File: src/rtl/ict_pkg.sv
package ict_pkg;

  typedef enum logic [2:0] {
    ADDR_CNT_LO = 3'd0,
    ADDR_CNT_HI = 3'd1,
    ADDR_CAP_LO = 3'd2,
    ADDR_CAP_HI = 3'd3,
    ADDR_CTRL   = 3'd4,
    ADDR_FLAG   = 3'd5
  } regAddr_e;

  localparam int CTRL_W    = 3;
  localparam int CTRL_RUN  = 0;
  localparam int CTRL_RISE = 1;
  localparam int CTRL_FILT = 2;

  localparam int FLAG_OVF = 0;
  localparam int FLAG_CAP = 1;

  typedef struct packed {
    logic cntLoad;
    logic tempFromBus;
    logic tempFromCnt;
    logic tempFromCap;
    logic clrOvf;
    logic clrCap;
  } ctrlStrb_t;

endpackage

File: src/rtl/ict_capin.sv
module ict_capin #(
  parameter int SYNC_STAGES = 2,
  parameter int FILT_LEN    = 4
) (
  input  logic clk,
  input  logic rst_n,
  input  logic capPin,
  input  logic filtEn,
  input  logic riseSel,
  output logic capEvt
);

  logic [SYNC_STAGES-1:0] syncQ;
  logic                   syncOut;
  logic                   rawPrev;
  logic [FILT_LEN-1:0]    hist;
  logic                   filtLvl;
  logic                   allHigh;
  logic                   allLow;
  logic                   rawChg;
  logic                   filtChg;

  genvar gi;
  generate
    for (gi = 0; gi < SYNC_STAGES; gi++) begin : g_sync
      if (gi == 0) begin : g_first
        always_ff @(posedge clk or negedge rst_n) begin
          if (!rst_n) syncQ[gi] <= 1'b0;
          else        syncQ[gi] <= capPin;
        end
      end else begin : g_next
        always_ff @(posedge clk or negedge rst_n) begin
          if (!rst_n) syncQ[gi] <= 1'b0;
          else        syncQ[gi] <= syncQ[gi-1];
        end
      end
    end
  endgenerate

  assign syncOut = syncQ[SYNC_STAGES-1];

  always_ff @(posedge clk or negedge rst_n) begin
    if (!rst_n) begin
      rawPrev <= 1'b0;
      hist    <= '0;
      filtLvl <= 1'b0;
    end else begin
      rawPrev <= syncOut;
      hist    <= {hist[FILT_LEN-2:0], syncOut};
      if (allHigh)     filtLvl <= 1'b1;
      else if (allLow) filtLvl <= 1'b0;
    end
  end

  always_comb begin
    allHigh = &hist;
    allLow  = ~|hist;
    rawChg  = (syncOut != rawPrev);
    filtChg = (allHigh && !filtLvl) || (allLow && filtLvl);
    if (filtEn) capEvt = filtChg && (allHigh == riseSel);
    else        capEvt = rawChg && (syncOut == riseSel);
  end

endmodule

File: src/rtl/ict_busctl.sv
module ict_busctl
  import ict_pkg::*;
#(
  parameter int BUS_W = 8,
  localparam int CNT_W = 2 * BUS_W
) (
  input  logic              clk,
  input  logic              rst_n,
  input  logic [2:0]        busAddr,
  input  logic              busWr,
  input  logic              busRd,
  input  logic [BUS_W-1:0]  busWdata,
  input  logic [CNT_W-1:0]  cntVal,
  input  logic [CNT_W-1:0]  capVal,
  input  logic [BUS_W-1:0]  tempVal,
  input  logic              ovfFlag,
  input  logic              capFlag,
  output ctrlStrb_t         strb,
  output logic [CTRL_W-1:0] ctrlVal,
  output logic [BUS_W-1:0]  busRdata
);

  always_ff @(posedge clk or negedge rst_n) begin
    if (!rst_n)
      ctrlVal <= '0;
    else if (busWr && busAddr == ADDR_CTRL)
      ctrlVal <= busWdata[CTRL_W-1:0];
  end

  always_comb begin
    strb             = '0;
    strb.cntLoad     = busWr && (busAddr == ADDR_CNT_LO);
    strb.tempFromBus = busWr && ((busAddr == ADDR_CNT_HI) || (busAddr == ADDR_CAP_HI));
    strb.tempFromCnt = busRd && (busAddr == ADDR_CNT_LO);
    strb.tempFromCap = busRd && (busAddr == ADDR_CAP_LO);
    strb.clrOvf      = busWr && (busAddr == ADDR_FLAG) && busWdata[FLAG_OVF];
    strb.clrCap      = busWr && (busAddr == ADDR_FLAG) && busWdata[FLAG_CAP];
  end

  always_comb begin
    busRdata = '0;
    case (busAddr)
      ADDR_CNT_LO: busRdata = cntVal[BUS_W-1:0];
      ADDR_CNT_HI: busRdata = tempVal;
      ADDR_CAP_LO: busRdata = capVal[BUS_W-1:0];
      ADDR_CAP_HI: busRdata = tempVal;
      ADDR_CTRL:   busRdata = {{(BUS_W-CTRL_W){1'b0}}, ctrlVal};
      ADDR_FLAG:   busRdata = {{(BUS_W-2){1'b0}}, capFlag, ovfFlag};
      default:     busRdata = '0;
    endcase
  end

endmodule

File: src/rtl/ict_datapath.sv
module ict_datapath
  import ict_pkg::*;
#(
  parameter int BUS_W       = 8,
  parameter int SYNC_STAGES = 2,
  parameter int FILT_LEN    = 4,
  localparam int CNT_W = 2 * BUS_W
) (
  input  logic              clk,
  input  logic              rst_n,
  input  logic              capPin,
  input  logic [BUS_W-1:0]  busWdata,
  input  ctrlStrb_t         strb,
  input  logic [CTRL_W-1:0] ctrlVal,
  output logic [CNT_W-1:0]  cntVal,
  output logic [CNT_W-1:0]  capVal,
  output logic [BUS_W-1:0]  tempVal,
  output logic              ovfFlag,
  output logic              capFlag
);

  localparam logic [CNT_W-1:0] CNT_MAX = '1;

  logic runEn;
  logic wrapEvt;
  logic capEvt;

  assign runEn   = ctrlVal[CTRL_RUN];
  assign wrapEvt = runEn && !strb.cntLoad && (cntVal == CNT_MAX);

  ict_capin #(
    .SYNC_STAGES(SYNC_STAGES),
    .FILT_LEN   (FILT_LEN)
  ) capin_i (
    .clk    (clk),
    .rst_n  (rst_n),
    .capPin (capPin),
    .filtEn (ctrlVal[CTRL_FILT]),
    .riseSel(ctrlVal[CTRL_RISE]),
    .capEvt (capEvt)
  );

  always_ff @(posedge clk or negedge rst_n) begin
    if (!rst_n)             cntVal <= '0;
    else if (strb.cntLoad)  cntVal <= {tempVal, busWdata};
    else if (runEn)         cntVal <= cntVal + 1'b1;
  end

  always_ff @(posedge clk or negedge rst_n) begin
    if (!rst_n)                tempVal <= '0;
    else if (strb.tempFromBus) tempVal <= busWdata;
    else if (strb.tempFromCnt) tempVal <= cntVal[CNT_W-1:BUS_W];
    else if (strb.tempFromCap) tempVal <= capVal[CNT_W-1:BUS_W];
  end

  always_ff @(posedge clk or negedge rst_n) begin
    if (!rst_n)      capVal <= '0;
    else if (capEvt) capVal <= cntVal;
  end

  always_ff @(posedge clk or negedge rst_n) begin
    if (!rst_n) begin
      ovfFlag <= 1'b0;
      capFlag <= 1'b0;
    end else begin
      ovfFlag <= wrapEvt | (ovfFlag & ~strb.clrOvf);
      capFlag <= capEvt  | (capFlag & ~strb.clrCap);
    end
  end

endmodule

File: src/rtl/cap_timer16.sv
module cap_timer16
  import ict_pkg::*;
#(
  parameter int BUS_W       = 8,
  parameter int SYNC_STAGES = 2,
  parameter int FILT_LEN    = 4
) (
  input  logic             clk,
  input  logic             rst_n,
  input  logic             capPin,
  input  logic [2:0]       busAddr,
  input  logic             busWr,
  input  logic             busRd,
  input  logic [BUS_W-1:0] busWdata,
  output logic [BUS_W-1:0] busRdata,
  output logic             ovfFlag,
  output logic             capFlag
);

  localparam int CNT_W = 2 * BUS_W;

  ctrlStrb_t         strb;
  logic [CTRL_W-1:0] ctrlVal;
  logic [CNT_W-1:0]  cntVal;
  logic [CNT_W-1:0]  capVal;
  logic [BUS_W-1:0]  tempVal;

  ict_busctl #(.BUS_W(BUS_W)) busctl_i (
    .clk     (clk),
    .rst_n   (rst_n),
    .busAddr (busAddr),
    .busWr   (busWr),
    .busRd   (busRd),
    .busWdata(busWdata),
    .cntVal  (cntVal),
    .capVal  (capVal),
    .tempVal (tempVal),
    .ovfFlag (ovfFlag),
    .capFlag (capFlag),
    .strb    (strb),
    .ctrlVal (ctrlVal),
    .busRdata(busRdata)
  );

  ict_datapath #(
    .BUS_W      (BUS_W),
    .SYNC_STAGES(SYNC_STAGES),
    .FILT_LEN   (FILT_LEN)
  ) datapath_i (
    .clk     (clk),
    .rst_n   (rst_n),
    .capPin  (capPin),
    .busWdata(busWdata),
    .strb    (strb),
    .ctrlVal (ctrlVal),
    .cntVal  (cntVal),
    .capVal  (capVal),
    .tempVal (tempVal),
    .ovfFlag (ovfFlag),
    .capFlag (capFlag)
  );

endmodule

File: config.mk
export PLATFORM = sky130hd
export DESIGN_NAME = cap_timer16
export DESIGN_NICKNAME = d
export VERILOG_FILES = /design/src/rtl/ict_pkg.sv /design/src/rtl/ict_capin.sv /design/src/rtl/ict_busctl.sv /design/src/rtl/ict_datapath.sv /design/src/rtl/cap_timer16.sv
export SDC_FILE = /design/constraint.sdc
export NUM_CORES = 1
export LEC_CHECK = 0
export ABC_AREA = 0
export ABC_CLOCK_PERIOD_IN_PS = 2060
export BUFFER_PORTS_ARGS = -buffer_cell sky130_fd_sc_hd__buf_2
export CAP_MARGIN = 20
export CORE_MARGIN = 2
export CORE_UTILIZATION = 59
export CTS_BUF_LIST = sky130_fd_sc_hd__clkbuf_16
export CTS_CLUSTER_SIZE = 28
export DETAILED_ROUTE_END_ITERATION = 8
export GPL_TIMING_DRIVEN = 0
export PLACE_DENSITY = 0.8
export SETUP_SLACK_MARGIN = 0.05
export SYNTH_ARGS = -nofsm -noshare
export SYNTH_HDL_FRONTEND = slang
export SYNTH_SLANG_ARGS = --single-unit
File: constraint.sdc
create_clock -name clk -period 2.06 [get_ports clk]
set_input_delay 0.206 -clock clk [delete_from_list [all_inputs] [get_ports clk]]
set_output_delay 0.206 -clock clk [all_outputs]
set_load 0.02 [all_outputs]
# Word-level counts from Yosys, hierarchy flattened

Index checks and enable logic that the tools add are counted.

Register bits after elaboration: 53
Input port bits: 16
Output and inout port bits: 10
Word-level logic and storage cells: 62

$add $sub $neg: 1
Eq/ne operators: 10
Multiplexer cells: 9
Bitwise gates (word level): 6
Reductions and logical operators: 25

Operator list:

| cell                                                                  | number |
|---|---|
| 8-bit one-hot mux with 5 select lines                                 | 1 |
| 16-bit 2-to-1 mux                                                     | 2 |
| 8-bit 2-to-1 mux                                                      | 3 |
| 16-bit by 1-bit adder with 16-bit output, second input constant       | 1 |
| 16-bit equality test, second input constant                           | 1 |
| 1-bit logical AND                                                     | 14 |
| 3-bit by 2-bit equality test with 1-bit output, second input constant | 2 |
| 3-bit equality test, second input constant                            | 2 |
| 4-bit AND reduction                                                   | 1 |
| 4-bit OR reduction                                                    | 1 |
| 3-bit by 1-bit equality test with 1-bit output, second input constant | 1 |
| 1-bit zero test                                                       | 3 |
| 3-bit zero test                                                       | 1 |
| 1-bit 2-to-1 mux                                                      | 3 |
| 3-bit nonzero test                                                    | 1 |
| 1-bit bitwise AND                                                     | 2 |
| 1-bit equality test                                                   | 2 |
| 1-bit logical OR                                                      | 2 |
| 2-bit inequality test, second input constant                          | 1 |
| 1-bit inverter                                                        | 2 |
| 1-bit OR                                                              | 2 |
| 2-bit nonzero test                                                    | 1 |
| 2-bit OR reduction                                                    | 1 |
| 1-bit inequality test                                                 | 1 |

# Logic depth before layout (Yosys ltp)

Word-level depth: 7
Mapped depth: 6
Depth with buffers taken out: 5

# Cells and area by module

A second synthesis with hierarchy kept.

Cell total of the unflattened synthesis: 257
Area, all modules: 2,693.8 sq um

By module, submodules not included:

| module       | instances | cells each | area an instance (sq um) | sequential area each (sq um) |
|---|---|---|---|---|
| ict_datapath | 1         | 188        | 1,989.4                  | 1,051.0 |
| ict_busctl   | 1         | 51         | 456.7                    | 75.1 |
| ict_capin    | 1         | 18         | 247.7                    | 175.2 |

# Worst setup path after synthesis

No wires, ideal clock.

Path kind: register -> register
From: reg datapath_i.capin_i.hist[0]
To: reg datapath_i.capVal[10]
Library setup time: 0.125 ns
Data arrival time: 1.578 ns
Required time: 1.935 ns
Slack: 0.357 ns
Stages on the path, launching flop included: 6
Path buffers: 1
Period minus slack after synthesis: 1.703 ns
Path through: dfrtp_1 or3_4 o221ai_4 o21ai_4 buf_6 mux2_4

Longest elaborated chain between the ends: 6
Elaborated cells between the ends (all ways): 9
Those cells by class: 1 x eq/ne; 1 x mux; 7 x reduce/logical

Ends and longest elaborated chain:

| element                | RTL line           | source |
|---|---|---|
| start, declared        | ict_capin.sv:16    | `logic [FILT_LEN-1:0] hist;` |
| start signal, assigned | ict_capin.sv:49    | `hist <= {hist[FILT_LEN-2:0], syncOut};` |
| 4-bit OR reduction     | ict_capin.sv:57    | `allLow = ~\|hist;` |
| 1-bit zero test        | ict_capin.sv:57    |  |
| 1-bit logical AND      | ict_capin.sv:59    | `filtChg = (allHigh && !filtLvl) \|\| (allLow && filtLvl);` |
| 1-bit logical OR       | ict_capin.sv:59    |  |
| 1-bit logical AND (*)  | ict_capin.sv:60    | `if (filtEn) capEvt = filtChg && (allHigh == riseSel);` |
| 1-bit 2-to-1 mux (*)   | ict_capin.sv:60    |  |
| end signal, assigned   | ict_datapath.sv:58 | `else if (capEvt) capVal <= cntVal;` |
| end, declared          | ict_datapath.sv:16 | `output logic [CNT_W-1:0] capVal,` |

Every way passes the cells marked *; elsewhere a longest branch is shown, timed or not.
A chain may end at the register's enable or synchronous reset.

# Final worst setup path

From: in busAddr[1]
To: out busRdata[2]

Longest elaborated chain between the ends: 3
Elaborated cells between the ends (all ways): 8
Those cells by class: 5 x eq/ne; 1 x mux; 2 x reduce/logical

Ends and longest elaborated chain:

| element                                                                                                                 | RTL line          | source |
|---|---|---|
| start, declared                                                                                                         | cap_timer16.sv:11 | `input logic [2:0] busAddr,` |
| 3-bit by 2-bit equality test with 1-bit output / 3-bit by 1-bit equality test with 1-bit output (equally long branches) | ict_busctl.sv:42  | `case (busAddr)` |
| 2-bit OR reduction (no source line)                                                                                     | --                |  |
| 8-bit one-hot mux with 5 select lines (*)                                                                               | ict_busctl.sv:42  |  |
| end, declared                                                                                                           | cap_timer16.sv:15 | `output logic [BUS_W-1:0] busRdata,` |

Marked as above.

==> results_dict.tcl <==
set metrics [dict create \
    synthDistinctLibCells 38 \
    leakagePower_nw 1.37 \
    crit_type "in2out" \
    top_layer "met4" \
    dieArea_um2 5300 \
    min_period_ns 1.90 \
    cts_root_buffer "clkbuf_16" \
    syn_area_um2 2790 \
    diodes 0 \
    area_growth_pct 14.0 \
    syn_nets 299 \
    setup_viol 0 \
    first_pass_iters 4 \
    reg2reg_slack_ns 0.24 \
    holdPathEnd "datapath_i.capin_i.syncQ[0]" \
    yosysWarnings 0 \
    r2r_end "datapath_i.capVal[11]" \
    num_vias 2235 \
    io_buffers 25 \
    vias_per_cell 6.02 \
    wl_met2_um 3150 \
    hold_violations 0 \
    start_util_pct 60.3 \
    cts_tree "built" \
    period_share_pct 92.4 \
    syn_inst 282 \
    power_density_nw_per_um2 1210 \
    rsz0062_at_grt "no" \
    path_clk_slew_ns 0.07 \
    synth_xor_area_share_pct 3.45 \
    holdPathStages 1 \
    wl_met3_um 387 \
    synthAdderAreaFrac_pct 0.448 \
    cp-end-kind "primary output" \
    num_io_pins 26 \
    wl_met1_um 2780 \
    grt_pass1_wl_um 10600 \
    cts_buffers 5 \
    relSlewSlack_pct 49.0 \
    fin_skew_ns 0.00491 \
    slew_viol_final 0 \
    start_kind "input port" \
    track_usage_pct 26.7 \
    power_mw 3.84 \
    wl_um 6470 \
    synth_top_area_cell "dfrtp_1" \
    hold_path_class "in2reg" \
    pre_cts_ws_ns 0.102 \
    setup_ws_ns 0.156 \
    grt_max_degree 28 \
    critPathMaxFanout 10 \
    arrival_ns 1.70 \
    synth_compound_area_share_pct 12.1 \
    tns_ns 0 \
    htree_levels 2 \
    r2r_start "datapath_i.capin_i.hist[0]" \
    antenna_found_initial 0 \
    clk_path_buf_depth 2 \
    drt-wirelength-per-cell_um 17.4 \
    synth-seq-cells 52 \
    synth_area_leaders "dfrtp_1 (47%), nand2_1 (5.4%), mux2_4 (4.8%), o21ai_0 (4.8%), mux2i_1 (4.3%)" \
    worst_pin_slew_ns 0.764 \
    row_count 25 \
    max_freq_mhz 525 \
    cap_violations 0 \
    synth_simple_gate_area_share_pct 20.8 \
    min_from "capPin" \
    seq_area_frac_synth_pct 46.6 \
    cts_setup_buffers 0 \
    core_area_um2 4630 \
    cp.required_ns 1.85 \
    clk_latency_ns 0.29 \
    die_w_um 72.8 \
    ant_nets 0 \
    die_y_um 72.8 \
    grt_overflow_total 0 \
    grt_pass1_vias 2133 \
    synth_top_area_share_pct 46.6 \
    synthMuxAreaShare_pct 13.2 \
    dp_hpwl_um 4630 \
    cts.sinks 52 \
    drcViolationCount 0 \
    synth_area_per_cell_um2 9.89 \
    nFillCells 370 \
    peakVddDrop_v 0.000711 \
    drtIter0Drc 202 \
    place_congestion 0.927 \
    synth_top_family_by_area "simple AND/OR/NAND/NOR gates" \
    final_nets 333 \
    drive_gt1_share_pct 20.5 \
    status "completed" \
    reg2reg_depth 5 \
]
## cell families after synthesis
group | Yosys count
xor+xnor | 11
flops | 52
buf+inv | 22
simple gates | 110
fa+ha+maj | 1
compound gates | 55
mux | 31
## worst max path at each step
| stage | startpoint | cells past startpoint | slack [ns] | end |
|---|---|---|---|---|
| detailed placement | busAddr[1] | 6 | 0.10 | datapath_i.tempVal[5] |
| CTS | busAddr[1] | 6 | 0.15 | busRdata[2] |
| floorplan | datapath_i.capin_i.hist[0] | 5 | 0.36 | datapath_i.capVal[10] |
| global route | busAddr[0] | 6 | 0.06 | busRdata[5] |
| global placement | busAddr[1] | 6 | 0.13 | datapath_i.tempVal[5] |
| finish | busAddr[1] | 6 | 0.16 | busRdata[2] |
## repair_timing
action                                  CTS  global route
gates resized for setup                   0             1
hold buffers                              1             0
hold endpoints to repair                 25             0
endpoints found under the setup margin    0             1
## state kept, by name, indices dropped and copies added (netlist names)
signal / flops
datapath_i.ovfFlag: 1
datapath_i.capin_i.syncQ: 1
datapath_i.capFlag: 1
datapath_i.capVal: 16
datapath_i.tempVal: 8
datapath_i.capin_i.filtLvl: 1
datapath_i.capin_i.syncOut: 1
busctl_i.ctrlVal: 3
datapath_i.cntVal: 16
datapath_i.capin_i.hist: 4
## cells in the final DEF (no fill, tap or decap), drive strengths merged, types with 5 or more instances in the layout
cell	n
mux2	19
buf	32
a21oi	12
nand3	5
xnor2	8
a211oi	10
nand2	40
nor4	8
nor2b	14
nor2	21
clkbuf	17
dfrtp	52
mux2i	12
o21ai	30
nand4	6
## worst max-delay path, stage by stage
cell and delay [ns]:
buf_2 0.15, clkbuf_1 0.49, nor2b_1 0.34, a21oi_1 0.10
o21ai_0 0.20, buf_2 0.20
## final cells by class
| class | count | area, um^2 | area share, % |
|---|---|---|---|
| plain buffers | 18 | 80.1 | 2.52 |
| clock buffers | 5 | 125 | 3.93 |
| clock inverters | 3 | 37.5 | 1.18 |
| inverters | 4 | 15.0 | 0.472 |
| multi-input cells | 208 | 1400 | 44.0 |
| flip-flops and latches | 52 | 1300 | 40.9 |
| well taps | 54 | 67.6 | 2.12 |
| repair buffers | 27 | 155 | 4.88 |
## where the power goes
part / switching [mW] / total [mW] / leakage (nW) / internal, mW
registers: 0.334 / 1.72 / 0.643 / 1.38
logic: 0.588 / 1.20 / 0.646 / 0.609
clock network: 0.363 / 0.928 / 0.0789 / 0.565
total: 1.28 / 3.84 / 1.37 / 2.56
## per-stage QoR
step           instances  hold slack, ns  area (um^2)  util (%)
6_report             371          0.0336         3180      68.7
2_1_floorplan        282         -0.0896         2790         -
4_1_cts              371          0.0281         3180      68.6
3_5_place_dp         362           0.250         3000      64.9
3_3_place_gp         361           0.314         2980      64.4
5_1_grt              371          0.0207         3180      68.7
## routing by layer
layer / GRT usage (%) / vias up
met2: 43.0 / 77
met4: 10.3 / 0
met5: 0 / -
met3: 4.97 / 14
met1: 36.1 / 1088
li1: - / 1056
## cells in the mapped netlist (all sizes together)
master  instances
dfrtp          52
nand2          40
o21ai          30
nor2           21
mux2           19
nor2b          14
a21oi          12
clkbuf         12
mux2i          12
a211oi         10
nor4            8
xnor2           8
buf             6
nand4           6
nand3           5
inv             4
nand3b          4
xor2            3
nor3            2
nor4b           2
or3b            2
a22o            1
and3b           1
and4b           1
ha              1
nor3b           1
o221ai          1
o22ai           1
or2             1
or2b            1
or3             1
(Power assumes the default switching activity.)
